<file path="config.mk">
export PLATFORM = sky130hd
export DESIGN_NAME = dmareg_bank
export DESIGN_NICKNAME = d
export VERILOG_FILES = /design/src/rtl/dmareg_pkg.sv /design/src/rtl/dmareg_ptr.sv /design/src/rtl/dmareg_chan.sv /design/src/rtl/dmareg_rdmux.sv /design/src/rtl/dmareg_bank.sv
export SDC_FILE = /design/constraint.sdc
export NUM_CORES = 1
export LEC_CHECK = 0
export BUFFER_PORTS_ARGS = -buffer_cell sky130_fd_sc_hd__buf_2
export CORE_MARGIN = 2
export CORE_UTILIZATION = 49
export CTS_CLUSTER_DIAMETER = 40
export DETAILED_ROUTE_END_ITERATION = 10
export PLACE_DENSITY = 0.76
export SETUP_SLACK_MARGIN = 0.5
export SYNTH_ARGS = -nofsm -noshare
export SYNTH_HDL_FRONTEND = slang
export SYNTH_SLANG_ARGS = --single-unit
</file>
<file path="constraint.sdc">
create_clock -name clk -period 8.5 [get_ports clk]
set_input_delay 1.7 -clock clk [delete_from_list [all_inputs] [get_ports clk]]
set_output_delay 1.7 -clock clk [all_outputs]
set_load 0.02 [all_outputs]
</file>
<file path="src/rtl/dmareg_pkg.sv">
`timescale 1ns/1ps
package dmareg_pkg;
  localparam int BYTE_W = 8;
  localparam int REG_W  = 2 * BYTE_W;

  typedef enum logic {
    SEL_ADDR = 1'b0,
    SEL_CNT  = 1'b1
  } reg_sel_e;
endpackage

</file>
<file path="src/rtl/dmareg_ptr.sv">
`timescale 1ns/1ps
module dmareg_ptr (
  input  logic clk,
  input  logic rst_n,
  input  logic clr,
  input  logic rd_en,
  input  logic wr_en,
  output logic ptr
);
  logic ptr_q;
  logic ptr_d;
  logic ptr_ce;

  // one toggle per cycle no matter how many accesses; clear wins
  always_comb begin
    ptr_ce = clr | rd_en | wr_en;
    ptr_d  = clr ? 1'b0 : ~ptr_q;
  end

  always_ff @(posedge clk or negedge rst_n) begin
    if (!rst_n) begin
      ptr_q <= 1'b0;
    end else if (ptr_ce) begin
      ptr_q <= ptr_d;
    end
  end

  assign ptr = ptr_q;
endmodule

</file>
<file path="src/rtl/dmareg_chan.sv">
`timescale 1ns/1ps
module dmareg_chan
  import dmareg_pkg::*;
#(
  parameter int SIZE_SHIFT = 1,
  parameter int VAL_W      = REG_W + SIZE_SHIFT,
  parameter int CNT_W      = VAL_W + 1
) (
  input  logic             clk,
  input  logic             rst_n,
  input  logic             wr_sel,
  input  reg_sel_e         wr_reg,
  input  logic             wr_hi,
  input  logic [BYTE_W-1:0] wr_data,
  input  logic             cnt_upd,
  input  logic [CNT_W-1:0] cnt_val,
  output logic [REG_W-1:0] base_a,
  output logic [REG_W-1:0] base_c,
  output logic [VAL_W-1:0] cur_a,
  output logic [CNT_W-1:0] cur_c
);
  logic [REG_W-1:0] base_a_q, base_a_d;
  logic [REG_W-1:0] base_c_q, base_c_d;
  logic [VAL_W-1:0] cur_a_q, cur_a_d;
  logic [CNT_W-1:0] cur_c_q, cur_c_d;
  logic             ld_ce;

  always_comb begin
    base_a_d = base_a_q;
    base_c_d = base_c_q;
    cur_a_d  = cur_a_q;
    cur_c_d  = cur_c_q;
    ld_ce    = wr_sel | cnt_upd;
    if (cnt_upd) begin
      cur_c_d = cnt_val;
    end
    if (wr_sel) begin
      if (wr_reg == SEL_ADDR) begin
        if (wr_hi) base_a_d[REG_W-1:BYTE_W] = wr_data;
        else       base_a_d[BYTE_W-1:0]     = wr_data;
      end else begin
        if (wr_hi) base_c_d[REG_W-1:BYTE_W] = wr_data;
        else       base_c_d[BYTE_W-1:0]     = wr_data;
      end
      // completing the high byte restarts the channel
      if (wr_hi) begin
        cur_a_d = VAL_W'(base_a_d) << SIZE_SHIFT;
        cur_c_d = '0;
      end
    end
  end

  always_ff @(posedge clk or negedge rst_n) begin
    if (!rst_n) begin
      base_a_q <= '0;
      base_c_q <= '0;
      cur_a_q  <= '0;
      cur_c_q  <= '0;
    end else if (ld_ce) begin
      base_a_q <= base_a_d;
      base_c_q <= base_c_d;
      cur_a_q  <= cur_a_d;
      cur_c_q  <= cur_c_d;
    end
  end

  assign base_a = base_a_q;
  assign base_c = base_c_q;
  assign cur_a  = cur_a_q;
  assign cur_c  = cur_c_q;
endmodule

</file>
<file path="src/rtl/dmareg_rdmux.sv">
`timescale 1ns/1ps
module dmareg_rdmux
  import dmareg_pkg::*;
#(
  parameter int NUM_CH     = 4,
  parameter int IDX_W      = 4,
  parameter int SIZE_SHIFT = 1,
  parameter int CH_W       = $clog2(NUM_CH),
  parameter int VAL_W      = REG_W + SIZE_SHIFT,
  parameter int CNT_W      = VAL_W + 1
) (
  input  logic [IDX_W-1:0]  rd_idx,
  input  logic              byte_ptr,
  input  logic [NUM_CH-1:0] dir_down,
  input  logic [REG_W-1:0]  base_c [NUM_CH],
  input  logic [VAL_W-1:0]  cur_a  [NUM_CH],
  input  logic [CNT_W-1:0]  cur_c  [NUM_CH],
  output logic [BYTE_W-1:0] rd_data
);
  localparam logic [IDX_W-1:0] NCH_LIM = IDX_W'(NUM_CH);

  logic [IDX_W-2:0] rd_ch;
  logic             rd_ok;
  logic [CH_W-1:0]  sel;
  logic [CNT_W-1:0] val;

  assign rd_ch = rd_idx[IDX_W-1:1];
  assign rd_ok = ({1'b0, rd_ch} < NCH_LIM);
  assign sel   = rd_ch[CH_W-1:0];

  always_comb begin
    val     = '0;
    rd_data = '0;
    if (rd_ok) begin
      if (reg_sel_e'(rd_idx[0]) == SEL_CNT) begin
        val = (CNT_W'(base_c[sel]) << SIZE_SHIFT) - cur_c[sel];
      end else if (dir_down[sel]) begin
        val = CNT_W'(cur_a[sel]) - cur_c[sel];
      end else begin
        val = CNT_W'(cur_a[sel]) + cur_c[sel];
      end
      rd_data = BYTE_W'(val >> (SIZE_SHIFT + BYTE_W * int'(byte_ptr)));
    end
  end
endmodule

</file>
<file path="src/rtl/dmareg_bank.sv">
`timescale 1ns/1ps
module dmareg_bank
  import dmareg_pkg::*;
#(
  parameter int NUM_CH     = 4,
  parameter int IDX_W      = 4,
  parameter int SIZE_SHIFT = 1,
  parameter int CH_W       = $clog2(NUM_CH),
  parameter int VAL_W      = REG_W + SIZE_SHIFT,
  parameter int CNT_W      = VAL_W + 1
) (
  input  logic                    clk,
  input  logic                    rst_n,
  input  logic                    wr_en,
  input  logic [IDX_W-1:0]        wr_idx,
  input  logic [BYTE_W-1:0]       wr_data,
  input  logic                    rd_en,
  input  logic [IDX_W-1:0]        rd_idx,
  output logic [BYTE_W-1:0]       rd_data,
  input  logic                    ptr_clr,
  input  logic [NUM_CH-1:0]       dir_down,
  input  logic                    seq_upd,
  input  logic [CH_W-1:0]         seq_ch,
  input  logic [CNT_W-1:0]        seq_cnt,
  output logic                    byte_ptr,
  output logic [NUM_CH*REG_W-1:0] base_addr_o,
  output logic [NUM_CH*REG_W-1:0] base_cnt_o,
  output logic [NUM_CH*VAL_W-1:0] cur_addr_o,
  output logic [NUM_CH*CNT_W-1:0] cur_cnt_o
);
  localparam logic [IDX_W-1:0] NCH_LIM = IDX_W'(NUM_CH);

  // reset: asserted at once, released on a clock edge
  logic rst_meta_q;
  logic rst_sync_n;

  always_ff @(posedge clk or negedge rst_n) begin
    if (!rst_n) begin
      rst_meta_q <= 1'b0;
      rst_sync_n <= 1'b0;
    end else begin
      rst_meta_q <= 1'b1;
      rst_sync_n <= rst_meta_q;
    end
  end

  logic [IDX_W-2:0] wr_ch;
  logic             wr_ok;
  logic             ptr;

  assign wr_ch = wr_idx[IDX_W-1:1];
  assign wr_ok = ({1'b0, wr_ch} < NCH_LIM);

  dmareg_ptr u_ptr (
    .clk   (clk),
    .rst_n (rst_sync_n),
    .clr   (ptr_clr),
    .rd_en (rd_en),
    .wr_en (wr_en),
    .ptr   (ptr)
  );

  logic [REG_W-1:0] base_a [NUM_CH];
  logic [REG_W-1:0] base_c [NUM_CH];
  logic [VAL_W-1:0] cur_a  [NUM_CH];
  logic [CNT_W-1:0] cur_c  [NUM_CH];

  for (genvar c = 0; c < NUM_CH; c++) begin : g_ch
    logic wr_sel;
    logic upd;

    assign wr_sel = wr_en & wr_ok & (wr_ch == (IDX_W-1)'(c));
    assign upd    = seq_upd & (seq_ch == CH_W'(c));

    dmareg_chan #(
      .SIZE_SHIFT (SIZE_SHIFT),
      .VAL_W      (VAL_W),
      .CNT_W      (CNT_W)
    ) u_chan (
      .clk     (clk),
      .rst_n   (rst_sync_n),
      .wr_sel  (wr_sel),
      .wr_reg  (reg_sel_e'(wr_idx[0])),
      .wr_hi   (ptr),
      .wr_data (wr_data),
      .cnt_upd (upd),
      .cnt_val (seq_cnt),
      .base_a  (base_a[c]),
      .base_c  (base_c[c]),
      .cur_a   (cur_a[c]),
      .cur_c   (cur_c[c])
    );

    assign base_addr_o[c*REG_W +: REG_W] = base_a[c];
    assign base_cnt_o [c*REG_W +: REG_W] = base_c[c];
    assign cur_addr_o [c*VAL_W +: VAL_W] = cur_a[c];
    assign cur_cnt_o  [c*CNT_W +: CNT_W] = cur_c[c];
  end

  dmareg_rdmux #(
    .NUM_CH     (NUM_CH),
    .IDX_W      (IDX_W),
    .SIZE_SHIFT (SIZE_SHIFT),
    .CH_W       (CH_W),
    .VAL_W      (VAL_W),
    .CNT_W      (CNT_W)
  ) u_rdmux (
    .rd_idx   (rd_idx),
    .byte_ptr (ptr),
    .dir_down (dir_down),
    .base_c   (base_c),
    .cur_a    (cur_a),
    .cur_c    (cur_c),
    .rd_data  (rd_data)
  );

  assign byte_ptr = ptr;
endmodule

</file>
# Word-level counts from Yosys, hierarchy flattened

Index checks and enable logic that the tools add are counted.

Bits in registers: 267
Input port bits: 46
Logic and storage cells: 113

Add/subtract/negate cells: 4
Magnitude comparators: 4
Eq/ne operators: 6
Shifts and indexed selects: 1
Mux-type cells: 40
Bitwise operators: 17
Reduce and logical (&&, ||, !) cells: 18

Operators by type and width:

| kind                                                | number |
|---|---|
| two-way mux 18 bit                                  | 17 |
| two-way mux 16 bit                                  | 6 |
| two-way mux 8 bit                                   | 9 |
| binary-select mux 18 bit (select 2 bit)             | 1 |
| subtractor 17 x 18 -> 18 bit                        | 2 |
| binary-select mux 17 bit (select 2 bit)             | 1 |
| two-way mux 17 bit                                  | 2 |
| binary-select mux 16 bit (select 2 bit)             | 1 |
| AND reduction 4 bit                                 | 8 |
| right shift 18 x 32 -> 8 bit                        | 1 |
| adder 17 x 18 -> 18 bit                             | 1 |
| AND reduction 3 bit                                 | 4 |
| bitwise AND 1 bit                                   | 9 |
| AND reduction 2 bit                                 | 4 |
| equality test 3 x 2 -> 1 bit, second input constant | 2 |
| < comparator 3 bit, second input constant           | 2 |
| OR 1 bit                                            | 6 |
| adder 1 x 4 -> 5 bit, first input constant          | 1 |
| equality test 2 bit, second input constant          | 2 |
| equality test 3 x 1 -> 1 bit, second input constant | 1 |
| >= comparator 3 bit, second input constant          | 1 |
| logical NOT 3 bit                                   | 1 |
| < comparator 2 x 3 -> 1 bit, second input constant  | 1 |
| NOT 2 -> 3 bit                                      | 1 |
| 5 further kinds                                     | 6 |

# Logic depth before layout (Yosys ltp)

Gate-level depths: netlist of the first run.

Depth in word-level cells: 10
Mapped depth: 18

# By module

A second synthesis of the first run with hierarchy kept.

Cell total of the unflattened synthesis: 1074
Area, all modules: 13944.6 um2

By module, submodules not included:

| module       | instances | cells an instance | area each (um2) | seq. area each (um2) |
|---|---|---|---|---|
| dmareg_chan  | 4         | 182               | 2643.8          | 1651.6 |
| dmareg_rdmux | 1         | 331               | 3186.8          | 0.0 |
| dmareg_bank  | 1         | 11                | 135.1           | 50.0 |
| dmareg_ptr   | 1         | 4                 | 47.5            | 25.0 |

# Worst setup path before layout of the first run

Ideal clock, no wire load.

Path type: input port to output port
Start point: input rd_idx[1]
End point: output rd_data[4]
Data arrival time: 5992 ps
Required time: 6800 ps
Path slack: 808 ps
Stages: 18
Path buffers: 3
Cell sequence: buf_6 -> buf_12 -> buf_2 -> mux4_2 -> inv_1 -> ha_1 -> nor4b_2 -> a31oi_1 -> xnor2_1 -> ha_1 -> a21o_1 -> a221oi_1 -> or3b_2 -> o221ai_1 -> o21ai_0 -> xor2_1 -> a21boi_0 -> a211oi_1

Word-level cells in the longest chain between the ends: 10
Elaborated cells on any way between the ends: 21

Ends and longest elaborated chain:

| what                                                                                               | line                                                       | RTL |
|---|---|---|
| from (decl)                                                                                        | dmareg_bank.sv:18                                          | `input logic [IDX_W-1:0] rd_idx,` |
| NOT 2 -> 3 bit (not written as such)                                                               | dmareg_rdmux.sv:36, dmareg_rdmux.sv:38, dmareg_rdmux.sv:40 |  |
| binary-select mux 17 bit (select 2 bit) or binary-select mux 18 bit (select 2 bit) (tied branches) | dmareg_rdmux.sv:38, dmareg_rdmux.sv:40, dmareg_rdmux.sv:36 |  |
| two-way mux 17 bit (not written as such) or two-way mux 18 bit (tied branches) (2 in series)       | dmareg_rdmux.sv:38, dmareg_rdmux.sv:40, dmareg_rdmux.sv:36 |  |
| adder 17 x 18 -> 18 bit or subtractor 17 x 18 -> 18 bit (tied branches)                            | dmareg_rdmux.sv:40, dmareg_rdmux.sv:38                     |  |
| two-way mux 18 bit                                                                                 | dmareg_rdmux.sv:37                                         | `end else if (dir_down[sel]) begin` |
| two-way mux 18 bit                                                                                 | dmareg_rdmux.sv:35                                         | `if (reg_sel_e'(rd_idx[0]) == SEL_CNT) begin` |
| two-way mux 18 bit                                                                                 | dmareg_rdmux.sv:34                                         | `if (rd_ok) begin` |
| right shift 18 x 32 -> 8 bit                                                                       | dmareg_rdmux.sv:42                                         | `rd_data = BYTE_W'(val >> (SIZE_SHIFT + BYTE_W * int'(byte_ptr)));` |
| two-way mux 8 bit (*)                                                                              | dmareg_rdmux.sv:34                                         |  |
| to (decl)                                                                                          | dmareg_bank.sv:19                                          | `output logic [BYTE_W-1:0] rd_data,` |

Every way passes the cells marked *; elsewhere a longest branch is shown, timed or not. The select of a mux whose other input is x is not followed.

# Worst setup path after layout of the first run

Ends and elaborated chain as after synthesis.

==> flow_summary_export.csv, run 1 <==
group,metric,value,unit
status,status,"finished clean",
timing,finClkSkew,24.5,ps
clock_tree,post-cts-setup-buffer-count,0,
clock_tree,clock_path_buffers,3,
die,die_y,171,µm
global_routing,grt_pass1_wl,67900,µm
timing,fin_tns_setup,0,ps
synth,synth_common_cells,"nand2_1, dfrtp_1, a21oi_1",
synth,synth.avg_cell_area,10.8,µm²
job,cap_violations,0,
synth,async_flop_share,100,%
timing,maxSlewViolCount,0,
timing,min_period_over_period,91.0,%
worst_hold_path,min_from,"rst_meta_q$_DFF_PN0_",
die,core,27100,µm²
critical_path,reg2reg_depth,2,
global_routing,grtUsageTotal,31.3,%
global_routing,grt_pass1_vias,11200,
finish,area_delta_synth_final,23.8,%
detailed_routing,avgViaCountPerCell,5.85,
global_routing,grt_antenna_before_repair,1,
synth,synth.yosys.warnings,0,
timing,max_freq,0.129,GHz
die,rows,60,
critical_path,crit_type,"in -> out",
synth,synth_cells,1261,
place,post-place-ws,639,ps
critical_path,crit_fanout,16,
synth,synth-seq-cells,267,
synth,synthSimpleGateAreaFrac,12.7,%
detailed_routing,drt_iter0_markers,1122,
detailed_routing,drt_wl_total,45900,µm
critical_path,r2r_end,"g_ch[2].u_chan.cur_c[5]$_DFFE_PN0N_",
detailed_routing,drc,0,
global_routing,grt_overflow_total,0,
clock_tree,cts_tree,"done",
finish,finalNetCount,1642,
finish,drive_gt1_share,36.5,%
timing,setup_viol,0,
global_routing,grt_max_degree,83,
synth,muxShareOfSynthArea,19.7,%
pwr,ir_worst_vdd,0.181,mV
clock_tree,post_cts_resized,0,
critical_path,reg2reg_from,"rst_sync_n$_DFF_PN0_",
synth,ys_top_cells_by_area,"dfrtp_1, mux2_2, nand2_1, mux4_2, a21oi_1",
clock_tree,cts_root_buf,"clkbuf_16",
place,dp_hpwl,33200,µm
synth,synth_top_family_by_area,"multiplexers",
worst_hold_path,min_path_type,"reg -> reg",
critical_path,reg2reg_setup_slack,5770,ps
finish,nFillCells,2178,
synth,synth_area,13600,µm²
worst_hold_path,hold-path-endpoint,"rst_sync_n$_DFF_PN0_",
clock_tree,cts_htree_levels,2,
timing,hold_viol_final,0,
synth,synth_xor_area_share,2.71,%
synth,synth_top_area_share,49.2,%
synth,synth_edf_count,0,
clock_tree,numCtsBuffers,36,
synth,yosysTopAreaCell,"dfrtp_1",
critical_path,worstPathRequired,6800,ps
die,die_area,29100,µm²
detailed_routing,wl_per_cell,23.4,µm
critical_path,arrival,6030,ps
timing,rsz0062_at_grt,"false",
critical_path,cp-start-kind,"primary input",
clock_tree,cts_sinks,267,
place,io_buffers,318,
critical_path,crit_path_end_kind,"primary output",
die,die_w,171,µm
die,io_pins,323,
synth,synth_compound_area_share,9.53,%
detailed_routing,vias,11500,
synth,ys_types,58,
place,placed_cells,1897,
clock_tree,cts-hold-fix-buffers,0,
worst_hold_path,holdPathStages,0,
synth,synthAdderAreaFrac,3.15,%
die,start_util,50.1,%
timing,period_needed,7730,ps
clock_tree,path_clk_slew,60,ps
detailed_routing,firstDrtPassIters,6,
timing,worst_slack,766,ps
synth,synth_most_common_cell,"nand2_1",
pwr,leakagePower,8.48,nW
place,gp_congestion,0.936,
finish,final_cells,1964,
timing,worst_pin_slew,1170,ps
clock_tree,clk_latency,530,ps
pwr,powerDensity,310,nW/µm²
synth,synth_flop_cell,"dfrtp_1",
timing,relSlewSlack,21.8,%
detailed_routing,drtAntennaViolNets,0,
synth,seq_area_frac_synth,49.2,%
## state kept, by name, indices dropped and copies added (netlist names)
signal / count
u_ptr.ptr: 1
g_ch.u_chan.cur_c: 72
g_ch.u_chan.cur_a: 64
g_ch.u_chan.base_c: 64
rst_sync_n: 1
g_ch.u_chan.base_a: 64
rst_meta_q: 1
## per-layer routing
metal / vias to the layer above / track usage [%] / share of wire [%]
met3: 136 / 7.49 / 9.0
met1: 5757 / 40.4 / 38
met5: - / 0 / 0
li1: 5011 / - / -
met4: 0 / 13.8 / 4.8
met2: 587 / 50.5 / 48
## how the worst max path moves through the flow
stage / startpoint / endpoint / slack [ps] / cells past startpoint
floorplan: rst_sync_n$_DFF_PN0_ / g_ch[0].u_chan.base_a[0]$_DFFE_PN0P_ / 510 / 0
global placement: rd_idx[1] / rd_data[4] / 720 / 17
detailed placement: rd_idx[1] / rd_data[4] / 640 / 17
CTS: rd_idx[1] / rd_data[4] / 630 / 17
global route: rd_idx[1] / rd_data[6] / 490 / 16
finish: rd_idx[1] / rd_data[4] / 770 / 17
## critical path, cell delays in order
cell      delay, ps
buf_4           290
mux4_2          670
inv_1           100
ha_1            190
nor4b_4         270
a31oi_1         150
xnor2_1         160
ha_1            360
a21o_1          220
a221oi_2        360
or3b_2          480
o221ai_1        120
o21ai_0         240
xor2_1          170
a21boi_0        110
a211oi_1        240
buf_2           200
## power breakdown
| group | internal, mW | switching [mW] |
|---|---|---|
| Combinational | 0.703 | 1.12 |
| Clock | 1.04 | 0.608 |
| Sequential | 1.52 | 0.227 |
| Total | 3.27 | 1.95 |
## logic make-up (layout without fill, tap and decap cells)
family	count (synthesis)	after routing
AO/OA/AOI/OAI	226	226
XOR/XNOR	42	42
adder cells (fa/ha/maj)	33	33
buffers and inverters	96	423
flip-flops	267	267
multiplexers	183	183
other	2	6
AND/OR/NAND/NOR	412	412
## through the flow
step	hold WS, ps	power, mW	utilization [%]	cell area (µm²)
after floorplan	331	2.91	-	13600
after global placement	333	3.52	57.0	15500
after detailed placement	336	3.55	57.0	15500
after CTS	344	5.21	62.0	16800
after global routing	346	5.44	62.0	16800
final	343	5.22	62.0	16800
## cell type report
class	count	area [µm²]	share of cell area, %
Inverter	25	93.8	0.558
Sequential cell	267	6690	39.8
Timing Repair Buffer	332	1700	10.1
Clock buffer	46	1020	6.06
Tap cell	372	465	2.77
Multi-Input combinational cell	901	6540	38.9
Clock inverter	20	312	1.85
Antenna cell	1	2.50	0.0149
## cells in the final DEF, fill, tap and decap left out, types with 9 or more instances in the layout
cell / n
and2_1: 14
nor3_1: 10
mux4_2: 43
inv_1: 24
nand2_1: 311
buf_2: 317
dfrtp_1: 266
mux2_2: 129
xnor2_1: 23
nor2_1: 33
clkbuf_16: 37
ha_1: 31
mux4_1: 9
o21ai_0: 46
a21oi_1: 131
buf_4: 15
xor2_1: 19
Power figures use the tool's default switching activity.
==> run 2, diff against run 1 <==
Settings changed: CORE_UTILIZATION 49 to 54, PLACE_DENSITY 0.76 to 0.79.
Clock period 8.5 ns to 7.61 ns, I/O delays scaled along.
==> flow_summary_export.csv, run 2 (synthesis results as in run 1) <==
group,metric,value,unit
detailed_routing,vias,11500,
global_routing,grt_pass1_vias,11300,
finish,finalNetCount,1648,
pwr,ir_worst_vdd,0.242,mV
detailed_routing,avgViaCountPerCell,5.98,
die,die_area,26400,µm²
place,dp_hpwl,32200,µm
place,post-place-ws,255,ps
clock_tree,cts_root_buf,"clkbuf_16",
finish,nFillCells,1891,
global_routing,grtUsageTotal,33.5,%
detailed_routing,wl_per_cell,23.1,µm
global_routing,grt_overflow_total,0,
timing,hold_viol_final,0,
clock_tree,cts_htree_levels,2,
pwr,total_power,5.62,mW
timing,maxSlewViolCount,0,
timing,finClkSkew,12.4,ps
die,start_util,54.4,%
worst_hold_path,min_path_type,"reg -> async",
timing,min_period_over_period,90.7,%
clock_tree,cts_sinks,267,
die,die_w,163,µm
critical_path,crit_path_end_kind,"primary output",
finish,final_common_cell,"buf_2",
clock_tree,cts-hold-fix-buffers,0,
job,cap_violations,0,
die,rows,58,
clock_tree,cts_tree,"done",
finish,drive_gt1_share,37.1,%
place,io_buffers,318,
global_routing,grt_max_degree,86,
timing,period_needed,6900,ps
clock_tree,path_clk_slew,60,ps
timing,worst_pin_slew,1110,ps
critical_path,crit_fanout,13,
critical_path,reg2reg_setup_slack,5220,ps
die,io_pins,323,
clock_tree,clk_latency,500,ps
detailed_routing,drt_wl_total,44400,µm
timing,fin_tns_setup,0,ps
die,core,25000,µm²
detailed_routing,drt_iter0_markers,980,
timing,worst_slack,708,ps
global_routing,grt_antenna_before_repair,2,
timing,rsz0062_at_grt,"true",
timing,whs,309,ps
critical_path,worstPathRequired,6090,ps
critical_path,cp-start-kind,"primary input",
status,status,"finished clean",
clock_tree,numCtsBuffers,36,
pwr,powerDensity,336,nW/µm²
detailed_routing,drtAntennaViolNets,0,
critical_path,reg2reg_from,"u_ptr.ptr$_DFFE_PN0P_",
detailed_routing,firstDrtPassIters,6,
finish,largest_reg_flops,72,
finish,area_delta_synth_final,23.1,%
clock_tree,clock_path_buffers,3,
critical_path,crit_type,"in -> out",
critical_path,arrival,5380,ps
critical_path,startpoint,"rd_idx[1]",
die,die_y,163,µm
timing,max_freq,0.145,GHz
timing,setup_viol,0,
detailed_routing,drc,0,
pwr,leakagePower,8.45,nW
global_routing,grt_pass1_wl,67000,µm
timing,relSlewSlack,25.7,%
place,gp_congestion,0.947,
finish,final_cell_mix,"buf_2, nand2_1, dfrtp_1, a21oi_1, mux2_2",
## run 2: through the flow
stage	cell area (µm²)	instances	utilization [%]
detailed placement	15400	1858	61.9
global placement	15400	1858	61.9
global route	16700	1926	67.0
floorplan	13600	1264	-
finish	16700	1927	67.0
CTS	16600	1922	66.6
## run 2: metal layers
metal	global-route usage, %	vias to the layer above	part of all wire [%]
met5	0	-	0
met1	43.8	5698	38
li1	-	5053	-
met4	16.8	0	5.5
met3	8.45	149	9.6
met2	52.3	614	47
## run 2: path summary, 6_finish.rpt
kind,cells past startpoint,endpoint
min reg2reg,0,g_ch[2].u_chan.base_c[5]$_DFFE_PN0P_
max,16,rd_data[2]
max reg2reg,4,g_ch[1].u_chan.base_a[8]$_DFFE_PN0P_
max in group asynchronous,1,g_ch[0].u_chan.base_c[14]$_DFFE_PN0P_
min in group clk,0,rst_sync_n$_DFF_PN0_
min,0,g_ch[2].u_chan.base_c[5]$_DFFE_PN0P_
## run 2: report_power, final
group          internal (mW)  total (mW)  switching (mW)
clock                  0.974        1.61           0.633
sequential              1.70        1.94           0.238
combinational          0.805        2.08            1.27
## run 2: layout make-up
class                      instances  area [µm²]  share of cell area (%)
timing repair buffer             338        1760                    10.6
sequential                       267        6690                    40.0
inverter                          25        93.8                   0.561
multi-input combinational        901        6610                    39.5
clock buffer                      46        1000                    5.98
clock inverter                    18         155                   0.928
antenna                            2        5.00                  0.0299
tap                              330         413                    2.47
## run 2: critical path, cell delays in order
cell      delay [ps]
buf_12           130
mux4_2           560
inv_1            130
ha_4             160
nor4b_4          280
a31oi_1          160
xnor2_1          260
ha_1             320
a21o_1           210
a221oi_4         320
or3b_4           430
o221ai_4          90
xor2_1           110
mux4_2           450
nor2_1           100
buf_4            140
## run 2: repair_timing
item                       in CTS  in global routing
pin swaps                       0                  8
resized for setup               5                 16
setup endpoints to repair       4                  5
buffers inserted                0                  3
